File: config.mk
export PLATFORM = sky130hd
export DESIGN_NAME = can_tx_mbox_sched
export DESIGN_NICKNAME = d
export VERILOG_FILES = /design/src/rtl/can_txmb_pkg.sv /design/src/rtl/can_txmb_slot.sv /design/src/rtl/can_txmb_age.sv /design/src/rtl/can_txmb_pick.sv /design/src/rtl/can_tx_mbox_sched.sv
export SDC_FILE = /design/constraint.sdc
export NUM_CORES = 1
export LEC_CHECK = 0
export BUFFER_PORTS_ARGS = -buffer_cell sky130_fd_sc_hd__buf_4
export CORE_MARGIN = 3
export CORE_UTILIZATION = 55
export DETAILED_ROUTE_END_ITERATION = 8
export HOLD_SLACK_MARGIN = 0.15
export PLACE_DENSITY = 0.76
export SYNTH_ARGS = -nofsm -noshare
export SYNTH_HDL_FRONTEND = slang
export SYNTH_SLANG_ARGS = --single-unit
File: constraint.sdc
create_clock -name clk -period 14.6 [get_ports clk]
set_clock_uncertainty 0.1 [all_clocks]
set_input_delay 2.92 -clock clk [delete_from_list [all_inputs] [get_ports clk]]
set_output_delay 2.92 -clock clk [all_outputs]
set_load 0.005 [all_outputs]
File: src/rtl/can_txmb_pkg.sv
package can_txmb_pkg;
  typedef enum logic [2:0] {
    MB_EMPTY = 3'd0,
    MB_PEND  = 3'd1,
    MB_XMIT  = 3'd2,
    MB_OK    = 3'd3,
    MB_ABRT  = 3'd4
  } mb_state_e;
endpackage

File: src/rtl/can_txmb_slot.sv
module can_txmb_slot
  import can_txmb_pkg::*;
#(
  parameter int ID_W = 11
) (
  input  logic            clk,
  input  logic            rst,
  input  logic            wr,
  input  logic [ID_W-1:0] wr_id,
  input  logic            abort,
  input  logic            launch,
  input  logic            done,
  input  logic            lost,
  output mb_state_e       state,
  output logic [ID_W-1:0] id,
  output logic            ok_pulse
);
  logic abort_held;

  always_ff @(posedge clk) begin
    if (rst) begin
      state      <= MB_EMPTY;
      id         <= '0;
      abort_held <= 1'b0;
      ok_pulse   <= 1'b0;
    end else begin
      ok_pulse <= 1'b0;
      if (state == MB_XMIT) begin
        if (done) begin
          state      <= MB_OK;
          ok_pulse   <= 1'b1;
          abort_held <= 1'b0;
        end else if (lost) begin
          state      <= (abort_held || abort) ? MB_ABRT : MB_PEND;
          abort_held <= 1'b0;
        end else if (abort) begin
          abort_held <= 1'b1;
        end
      end else if (wr) begin
        state <= MB_PEND;
        id    <= wr_id;
      end else if (launch) begin
        state <= MB_XMIT;
      end else if (abort && state == MB_PEND) begin
        state <= MB_ABRT;
      end
    end
  end

  // frame is frozen while on the wire
  p_locked_r2: assert property (@(posedge clk) disable iff (rst)
    (state == MB_XMIT && !done && !lost) |=> (state == MB_XMIT && $stable(id)));

  // launch only reaches an eligible pending mailbox
  p_launch_pending_r3: assert property (@(posedge clk) disable iff (rst)
    launch |-> (state == MB_PEND && !wr && !abort));

  // completion only follows an acknowledged transmission
  p_ok_after_ack_r5: assert property (@(posedge clk) disable iff (rst)
    ok_pulse |-> $past(state == MB_XMIT && done));

  // abort of a waiting mailbox empties it
  p_abort_pend_r7: assert property (@(posedge clk) disable iff (rst)
    (abort && !wr && state == MB_PEND) |=> (state == MB_ABRT));
endmodule

File: src/rtl/can_txmb_age.sv
module can_txmb_age #(
  parameter int NUM_MB = 3
) (
  input  logic                      clk,
  input  logic                      rst,
  input  logic                      wr,
  input  logic [$clog2(NUM_MB)-1:0] wr_idx,
  output logic [NUM_MB*NUM_MB-1:0]  older
);
  // older[i*NUM_MB+j] = 1 : mailbox i was requested before mailbox j
  always_ff @(posedge clk) begin
    if (rst) begin
      for (int i = 0; i < NUM_MB; i++)
        for (int j = 0; j < NUM_MB; j++)
          older[i*NUM_MB+j] <= (i < j);
    end else if (wr) begin
      for (int j = 0; j < NUM_MB; j++) begin
        if (j != int'(wr_idx)) begin
          older[int'(wr_idx)*NUM_MB+j] <= 1'b0;
          older[j*NUM_MB+int'(wr_idx)] <= 1'b1;
        end
      end
    end
  end

  // request order stays a strict total order
  for (genvar a = 0; a < NUM_MB; a++) begin : g_a
    for (genvar b = a + 1; b < NUM_MB; b++) begin : g_b
      p_age_antisym_r4: assert property (@(posedge clk) disable iff (rst)
        older[a*NUM_MB+b] != older[b*NUM_MB+a]);
    end
  end
endmodule

File: src/rtl/can_txmb_pick.sv
module can_txmb_pick #(
  parameter int NUM_MB = 3,
  parameter int ID_W   = 11
) (
  input  logic                      mode_fifo,
  input  logic [NUM_MB-1:0]         elig,
  input  logic [NUM_MB-1:0]         pend,
  input  logic [NUM_MB-1:0]         free,
  input  logic [ID_W-1:0]           ids [NUM_MB],
  input  logic [NUM_MB*NUM_MB-1:0]  older,
  output logic                      sel_valid,
  output logic [$clog2(NUM_MB)-1:0] sel_idx,
  output logic [$clog2(NUM_MB)-1:0] code
);
  localparam int IDX_W = $clog2(NUM_MB);

  logic             p_valid, f_valid, blocked, found, w_valid;
  logic [IDX_W-1:0] p_idx, f_idx;
  logic [ID_W-1:0]  best_id, worst_id;

  always_comb begin
    p_valid = 1'b0;
    p_idx   = '0;
    best_id = '1;
    for (int i = 0; i < NUM_MB; i++) begin
      if (elig[i] && (!p_valid || ids[i] < best_id)) begin
        p_valid = 1'b1;
        p_idx   = IDX_W'(i);
        best_id = ids[i];
      end
    end

    f_valid = 1'b0;
    f_idx   = '0;
    blocked = 1'b0;
    for (int i = 0; i < NUM_MB; i++) begin
      blocked = 1'b0;
      for (int j = 0; j < NUM_MB; j++)
        if (j != i && elig[j] && older[j*NUM_MB+i]) blocked = 1'b1;
      if (elig[i] && !blocked && !f_valid) begin
        f_valid = 1'b1;
        f_idx   = IDX_W'(i);
      end
    end

    sel_valid = mode_fifo ? f_valid : p_valid;
    sel_idx   = mode_fifo ? f_idx : p_idx;

    code     = '0;
    found    = 1'b0;
    w_valid  = 1'b0;
    worst_id = '0;
    for (int i = 0; i < NUM_MB; i++) begin
      if (free[i] && !found) begin
        found = 1'b1;
        code  = IDX_W'(i);
      end
    end
    if (!found) begin
      for (int i = 0; i < NUM_MB; i++) begin
        if (pend[i] && (!w_valid || ids[i] >= worst_id)) begin
          w_valid  = 1'b1;
          worst_id = ids[i];
          code     = IDX_W'(i);
        end
      end
    end
  end
endmodule

File: src/rtl/can_tx_mbox_sched.sv
module can_tx_mbox_sched
  import can_txmb_pkg::*;
#(
  parameter int NUM_MB = 3,
  parameter int ID_W   = 11
) (
  input  logic                      clk,
  input  logic                      rst,
  input  logic                      mode_fifo,
  input  logic                      wr_en,
  input  logic [$clog2(NUM_MB)-1:0] wr_idx,
  input  logic [ID_W-1:0]           wr_id,
  input  logic [NUM_MB-1:0]         abort_req,
  input  logic                      tx_done,
  input  logic                      tx_lost,
  output logic                      tx_start,
  output logic [$clog2(NUM_MB)-1:0] tx_idx,
  output logic [ID_W-1:0]           tx_id,
  output logic [NUM_MB-1:0]         mb_empty,
  output logic [NUM_MB-1:0]         mb_pend,
  output logic [NUM_MB-1:0]         mb_xmit,
  output logic [NUM_MB-1:0]         mb_ok,
  output logic [NUM_MB-1:0]         mb_abrt,
  output logic [NUM_MB-1:0]         ok_pulse,
  output logic [$clog2(NUM_MB)-1:0] free_code
);
  localparam int IDX_W = $clog2(NUM_MB);

  mb_state_e               st  [NUM_MB];
  logic [ID_W-1:0]         ids [NUM_MB];
  logic [NUM_MB-1:0]       wr_hit, elig, launch, free;
  logic [NUM_MB*NUM_MB-1:0] older;
  logic                    idle, sel_valid, wr_acc;
  logic [IDX_W-1:0]        sel_idx;

  assign idle   = (mb_xmit == '0);
  assign wr_acc = wr_en && !mb_xmit[wr_idx];

  for (genvar g = 0; g < NUM_MB; g++) begin : g_mb
    assign wr_hit[g] = wr_en && (wr_idx == IDX_W'(g));
    assign elig[g]   = mb_pend[g] && !wr_hit[g] && !abort_req[g];
    assign launch[g] = idle && sel_valid && (sel_idx == IDX_W'(g));

    can_txmb_slot #(.ID_W(ID_W)) u_slot (
      .clk      (clk),
      .rst      (rst),
      .wr       (wr_hit[g]),
      .wr_id    (wr_id),
      .abort    (abort_req[g]),
      .launch   (launch[g]),
      .done     (tx_done),
      .lost     (tx_lost),
      .state    (st[g]),
      .id       (ids[g]),
      .ok_pulse (ok_pulse[g])
    );

    assign mb_empty[g] = (st[g] == MB_EMPTY);
    assign mb_pend[g]  = (st[g] == MB_PEND);
    assign mb_xmit[g]  = (st[g] == MB_XMIT);
    assign mb_ok[g]    = (st[g] == MB_OK);
    assign mb_abrt[g]  = (st[g] == MB_ABRT);
    assign free[g]     = mb_empty[g] | mb_ok[g] | mb_abrt[g];
  end

  can_txmb_age #(.NUM_MB(NUM_MB)) u_age (
    .clk    (clk),
    .rst    (rst),
    .wr     (wr_acc),
    .wr_idx (wr_idx),
    .older  (older)
  );

  can_txmb_pick #(.NUM_MB(NUM_MB), .ID_W(ID_W)) u_pick (
    .mode_fifo (mode_fifo),
    .elig      (elig),
    .pend      (mb_pend),
    .free      (free),
    .ids       (ids),
    .older     (older),
    .sel_valid (sel_valid),
    .sel_idx   (sel_idx),
    .code      (free_code)
  );

  always_ff @(posedge clk) begin
    if (rst) begin
      tx_start <= 1'b0;
      tx_idx   <= '0;
      tx_id    <= '0;
    end else begin
      tx_start <= idle && sel_valid;
      if (idle && sel_valid) begin
        tx_idx <= sel_idx;
        tx_id  <= ids[sel_idx];
      end
    end
  end

  // a single mailbox on the wire at any time
  p_single_xmit_r10: assert property (@(posedge clk) disable iff (rst)
    $onehot0(mb_xmit));

  // a start only follows an idle edge
  p_start_after_idle_r10: assert property (@(posedge clk) disable iff (rst)
    tx_start |-> $past(mb_xmit == '0));

  // the started mailbox is the one now locked
  p_start_locks_r3: assert property (@(posedge clk) disable iff (rst)
    tx_start |-> mb_xmit[tx_idx]);

  // a free mailbox is always preferred by the code
  p_code_free_r9: assert property (@(posedge clk) disable iff (rst)
    (free != '0) |-> free[free_code]);
endmodule

# After elaboration in Yosys (flattened, before gate mapping)
# Index checks and enable logic that the tools add are counted.
# op_classes
n_eq_ne	21
mux	92
addsub	4
n_bitwise	19
mul	1
n_reduce_logical	90
magnitude_cmp	18
# op_table
cell	n
greater-or-equal comparator 32 x 1 -> 1 bit, second input constant	5
< comparator 32 x 6 -> 1 bit, second input constant	5
two-way mux 11 bit	8
two-way mux 3 bit	21
two-way mux 9 bit	7
logical AND 1 bit	40
two-way mux 1 bit	40
adder 32 x 2 -> 32 bit, second input constant	1
adder 32 x 3 -> 32 bit, second input constant	1
bitwise AND 9 bit	3
inverter 9 bit	3
binary-select mux 11 bit (select 2 bit)	1
greater-or-equal comparator 11 bit	2
< comparator 11 bit	2
demux 1 bit (select 4 bit)	5
equality test 3 x 2 -> 1 bit, second input constant	6
zero test 1 bit	18
bitwise OR 9 bit	2
AND reduction 2 bit	9
two-way mux 2 bit	8
zero test 3 bit	4
nonzero test 4 bit	3
equality test 3 x 1 -> 1 bit, second input constant	3
equality test 3 bit, second input constant	3
22 further kinds	45
# totals
reg_bits	71
output_inout_bits	34
elab_cells	261

# Longest topological paths before layout
# depth
word_depth	23
ltp_mapped	25

# Hierarchy
# A second synthesis with hierarchy kept.
# hier_totals
hier_cells	626
hier_area_um2	5231.3
# by_module_without_submodules
module	area_per_inst_um2	cells_each	seq_area_each_um2	n_inst
can_txmb_slot	668.1	79	320.3	3
can_txmb_pick	1621.6	203	0.0	1
can_tx_mbox_sched	1008.5	119	280.3	1
can_txmb_age	596.8	67	180.2	1

# Least setup slack after synthesis
# Ideal clock, no wire load.
# synth_timing
kind	input to register
from	input wr_idx[1]
to	register tx_id[0]
t_arrival_ps	7741
t_required_ps	14372
n_path_buf	4
setup_ps	128
setup_slack_ps	6631
cell_stages	25
cell_sequence	clkbuf_1 > inv_1 > ha_1 > a21oi_1 > nand2_1 > clkbuf_1 > nor2_1 > ha_1 > a21oi_1 > o21ai_0 > a21oi_1 > o21ai_0 > a21oi_1 > clkbuf_1 > mux2_2 > ha_1 > and3_1 > nand3_1 > o41a_1 > o31ai_1 > o31ai_1 > or2_1 > buf_6 > a221oi_1 > a21oi_1
# synth_between
elab_chain_len	22
elab_cells_between_ends	64
classes_between	order compare: 2; eq/ne: 2; mux: 23; bitwise: 1; reduce/logical: 36
# synth_rtl
item	line	text
from (decl)	can_tx_mbox_sched.sv:11	input logic [$clog2(NUM_MB)-1:0] wr_idx,
branches (longest 22 deep; another with < comparator 11 bit)	--	
to (signal assigned)	can_tx_mbox_sched.sv:95	tx_id <= ids[sel_idx];
to (decl)	can_tx_mbox_sched.sv:18	output logic [ID_W-1:0] tx_id,
# Several ways; the timed one is not identified. The select of a mux whose other input is x is not followed.
# A chain may end at the register's enable or synchronous reset.

# Final worst setup path
# layout_timing
from	register g_mb[0].u_slot.state[0]
to	output free_code[0]
# layout_between
elab_chain_len	14
elab_cells_between_ends	35
classes_between	order compare: 2; eq/ne: 3; mux: 17; bitwise: 2; reduce/logical: 11
# layout_rtl
item	line	text
from (decl)	can_txmb_slot.sv:14	output mb_state_e state,
from (signal assigned)	can_txmb_slot.sv:34	state <= (abort_held || abort) ? MB_ABRT : MB_PEND;
branches (longest 13 deep; another with greater-or-equal comparator 11 bit)	--	
two-way mux 2 bit (*)	can_txmb_pick.sv:59	if (!found) begin
to (decl)	can_tx_mbox_sched.sv:25	output logic [$clog2(NUM_MB)-1:0] free_code
# Mark *: on every way between the ends. The select of a mux whose other input is x is not followed.

==> impl_metrics.toml <==
[timing]
hold_viol_final = 0
period_needed_ps = 8640
tightest_slew_ps = 1280
max_freq_mhz = 116
setup_viol = 0
finalCritPeriodShare = 0.592
slew_headroom = 0.142
drv_slew = 0
rsz0062_at_grt = "no"
setup_slack_ps = 5960
tns_ps = 0

[final_layout]
seqCellArea_sq_um = 1360
num-nets-final = 712
areaGrowthSynthToFinish_pct = 12.3
layout_commonest_cell = "nand2_1"
drive_above_1_share = 0.156
multi_input_area_sq_um = 3040
mostFrequentLayoutCells = "nand2_1, a21oi_1, dfxtp_1"
final_cells = 749
antennaDiodeCount = 0
nFillCells = 706
fin_util = 0.656

[die]
core_sq_um = 7970
die_h_um = 98.0
dieArea_sq_um = 9600
start_util = 0.584
num_io_pins = 56
die_x_um = 98.0
num_rows = 32

[clock_network]
postCtsResizedCells = 0
htreeDepth = 3
clk_latency_ps = 360
clk_path_buf_depth = 2
cts_buffers = 9
hold_buffers = 0
cts.sinks = 68
root_buffer = "clkbuf_8"
path_clk_slew_ps = 90
tritoncts = "yes"
postCtsSetupBuffers = 0

[yosys]
ys_ff_latch = 68
syn_avg_cell_area_sq_um = 7.65
synthTopCellsByArea = "dfxtp_1, ha_1, nand2_1, a21oi_1, mux2_2"
synth_cells = 608
synth_area_sq_um = 4650
synth_ff_type = "dfxtp_1"
seq_area_frac_synth = 0.293
ys_types = 58
ys_warn_count = 0
synth_top_area_frac = 0.293
synth_top_area_cell = "dfxtp_1"
syn-num-nets = 678
synth_async_sr_flop_share = 0
synth_edf_count = 0

[power_and_ir_drop]
seq_power_share = 0.432
p_leak_nw = 2.17
peakVddDrop_v = 0.0000935
power_switching_mw = 0.183
power_frac_comb = 0.285
finalPower_mw = 0.509
intPower_mw = 0.326
power_density_nw_per_um2 = 97.5
p_sw_frac = 0.360
clock_power_share = 0.283

[setup_path]
required_ps = 11580
worstPathArrival_ps = 5620
worstPathMaxFanout = 18
start_kind = "flip-flop"
cp-end-kind = "primary output"
cp-startpoint = "g_mb[0].u_slot.state[0]"
crit_type = "reg2out"
r2r-start = "g_mb[0].u_slot.state[0]"

[placed_design]
portBuffers = 55
gp_congestion = 0.983
pre_cts_ws_ps = 6190
place_inst = 733
hpwl_mm = 10.7

[grt]
antenna_found_initial = 0
grt_usage = 0.299
grt_start_max_net_pins = 53
grt_pass1_wl_mm = 23.2
grt_pass1_vias = 4343
grt_overflow = 0

[hold_path]
min_path_type = "reg2reg"
hp-start = "tx_idx[1]"

[route]
dr.first_iter.drc_count = 532
drt-total-wl_mm = 14.4
ant_nets = 0
vias_per_cell = 6.39
drt-wirelength-per-cell_um = 19.3
dr.pass1.iters = 8
dr_total_vias = 4788
route.detailed.drc = 0

[status]
status = "finished clean"

[flow_run]
cap_violations = 0
==> final cells by class <==
| cell class | count | area share |
|---|---|---|
| tap | 102 | 0.0244 |
| clock buffer | 9 | 0.0237 |
| clock inverter | 7 | 0.00982 |
| multi-input combinational | 481 | 0.582 |
| sequential | 68 | 0.261 |
| timing repair buffer | 57 | 0.0819 |
| inverter | 25 | 0.0180 |
==> cells in the mapped netlist (2+ instances only) <==
| master | number |
|---|---|
| or2_1 | 2 |
| a211oi_1 | 6 |
| nor3_1 | 11 |
| a21o_1 | 3 |
| a221o_1 | 2 |
| nand2_1 | 117 |
| nor3b_4 | 2 |
| buf_4 | 3 |
| and2_1 | 6 |
| mux2_2 | 21 |
| o21a_1 | 7 |
| nand2b_1 | 4 |
| clkbuf_1 | 26 |
| mux2i_1 | 2 |
| buf_6 | 2 |
| a2111oi_0 | 2 |
| a221oi_1 | 12 |
| a21oi_1 | 82 |
| o22ai_1 | 2 |
| buf_2 | 3 |
| o211ai_1 | 2 |
| nor2b_1 | 5 |
| a31oi_1 | 3 |
| dfxtp_1 | 68 |
| nand4_1 | 6 |
| nor2_1 | 36 |
| o211a_1 | 2 |
| nor4_1 | 2 |
| ha_1 | 48 |
| nand3_1 | 25 |
| o31ai_1 | 4 |
| and3_1 | 3 |
| inv_1 | 25 |
| nand3b_1 | 2 |
| o21ai_0 | 31 |
| o32ai_1 | 3 |
| nor3b_1 | 4 |
| a41oi_1 | 4 |
==> final timing paths <==
kind	to	slack (ps)	cells past startpoint
min	tx_idx[1]	360	2
max	free_code[0]	5960	22
min reg2reg	tx_idx[1]	360	2
max reg2reg	tx_id[1]	8420	19
==> stage by stage <==
stage | cell area (sq um) | hold slack (ps)
after floorplan | 4650 | 340
after CTS | 5220 | 361
after global placement | 5050 | 347
after global routing | 5220 | 405
after detailed placement | 5050 | 350
final | 5220 | 358
==> critical path: stages (launching register included) <==
cell and delay, ps:
dfxtp_1 460, nor3b_4 730, nand2_1 160, ha_1 330, nor2b_1 140, o21ai_0 140, nand2b_1 70, a21oi_1 150
o21ai_0 100, a2111oi_0 650, nor3b_1 130, buf_4 230, mux2_2 300, ha_1 290, nor2b_1 140, o21a_1 160
o21ai_0 150, a21oi_1 100, o21ai_0 170, a21oi_1 110, o21ai_0 240, o311a_1 200, buf_4 100
==> per-layer routing <==
| metal | GRT usage | vias up | share of wire |
|---|---|---|---|
| met5 | 0 | - | 0 |
| met4 | 0.0767 | 0 | 0.013 |
| met3 | 0.0593 | 22 | 0.097 |
| met2 | 0.432 | 251 | 0.44 |
| met1 | 0.452 | 2260 | 0.45 |
| li1 | - | 2255 | - |
==> power groups by stage <==
stage                     logic, mW  clock network [mW]  registers, mW
final                         0.145               0.144          0.220
after global placement        0.138                   0          0.222
after CTS                     0.144               0.144          0.219
after detailed placement      0.142                   0          0.223
after floorplan              0.0954                   0          0.215
after global routing          0.162               0.152          0.221
==> flip-flops by register name, summed over array words and instances (netlist names), named ones only <==
register,cells
g_mb.u_slot.abort_held,3
g_mb.u_slot.id,33
g_mb.u_slot.ok_pulse,3
g_mb.u_slot.state,9
tx_id,11
tx_idx,2
tx_start,1
u_age.older,4
==> cell families after synthesis <==
family / share of synthesized area
buffers and inverters: 0.0541
AOI/OAI and AO/OA: 0.239
adders and majority gates: 0.129
and+or+nand+nor: 0.230
DFF: 0.293
muxes: 0.0552
No activity file was read; power rests on OpenSTA's default activity.
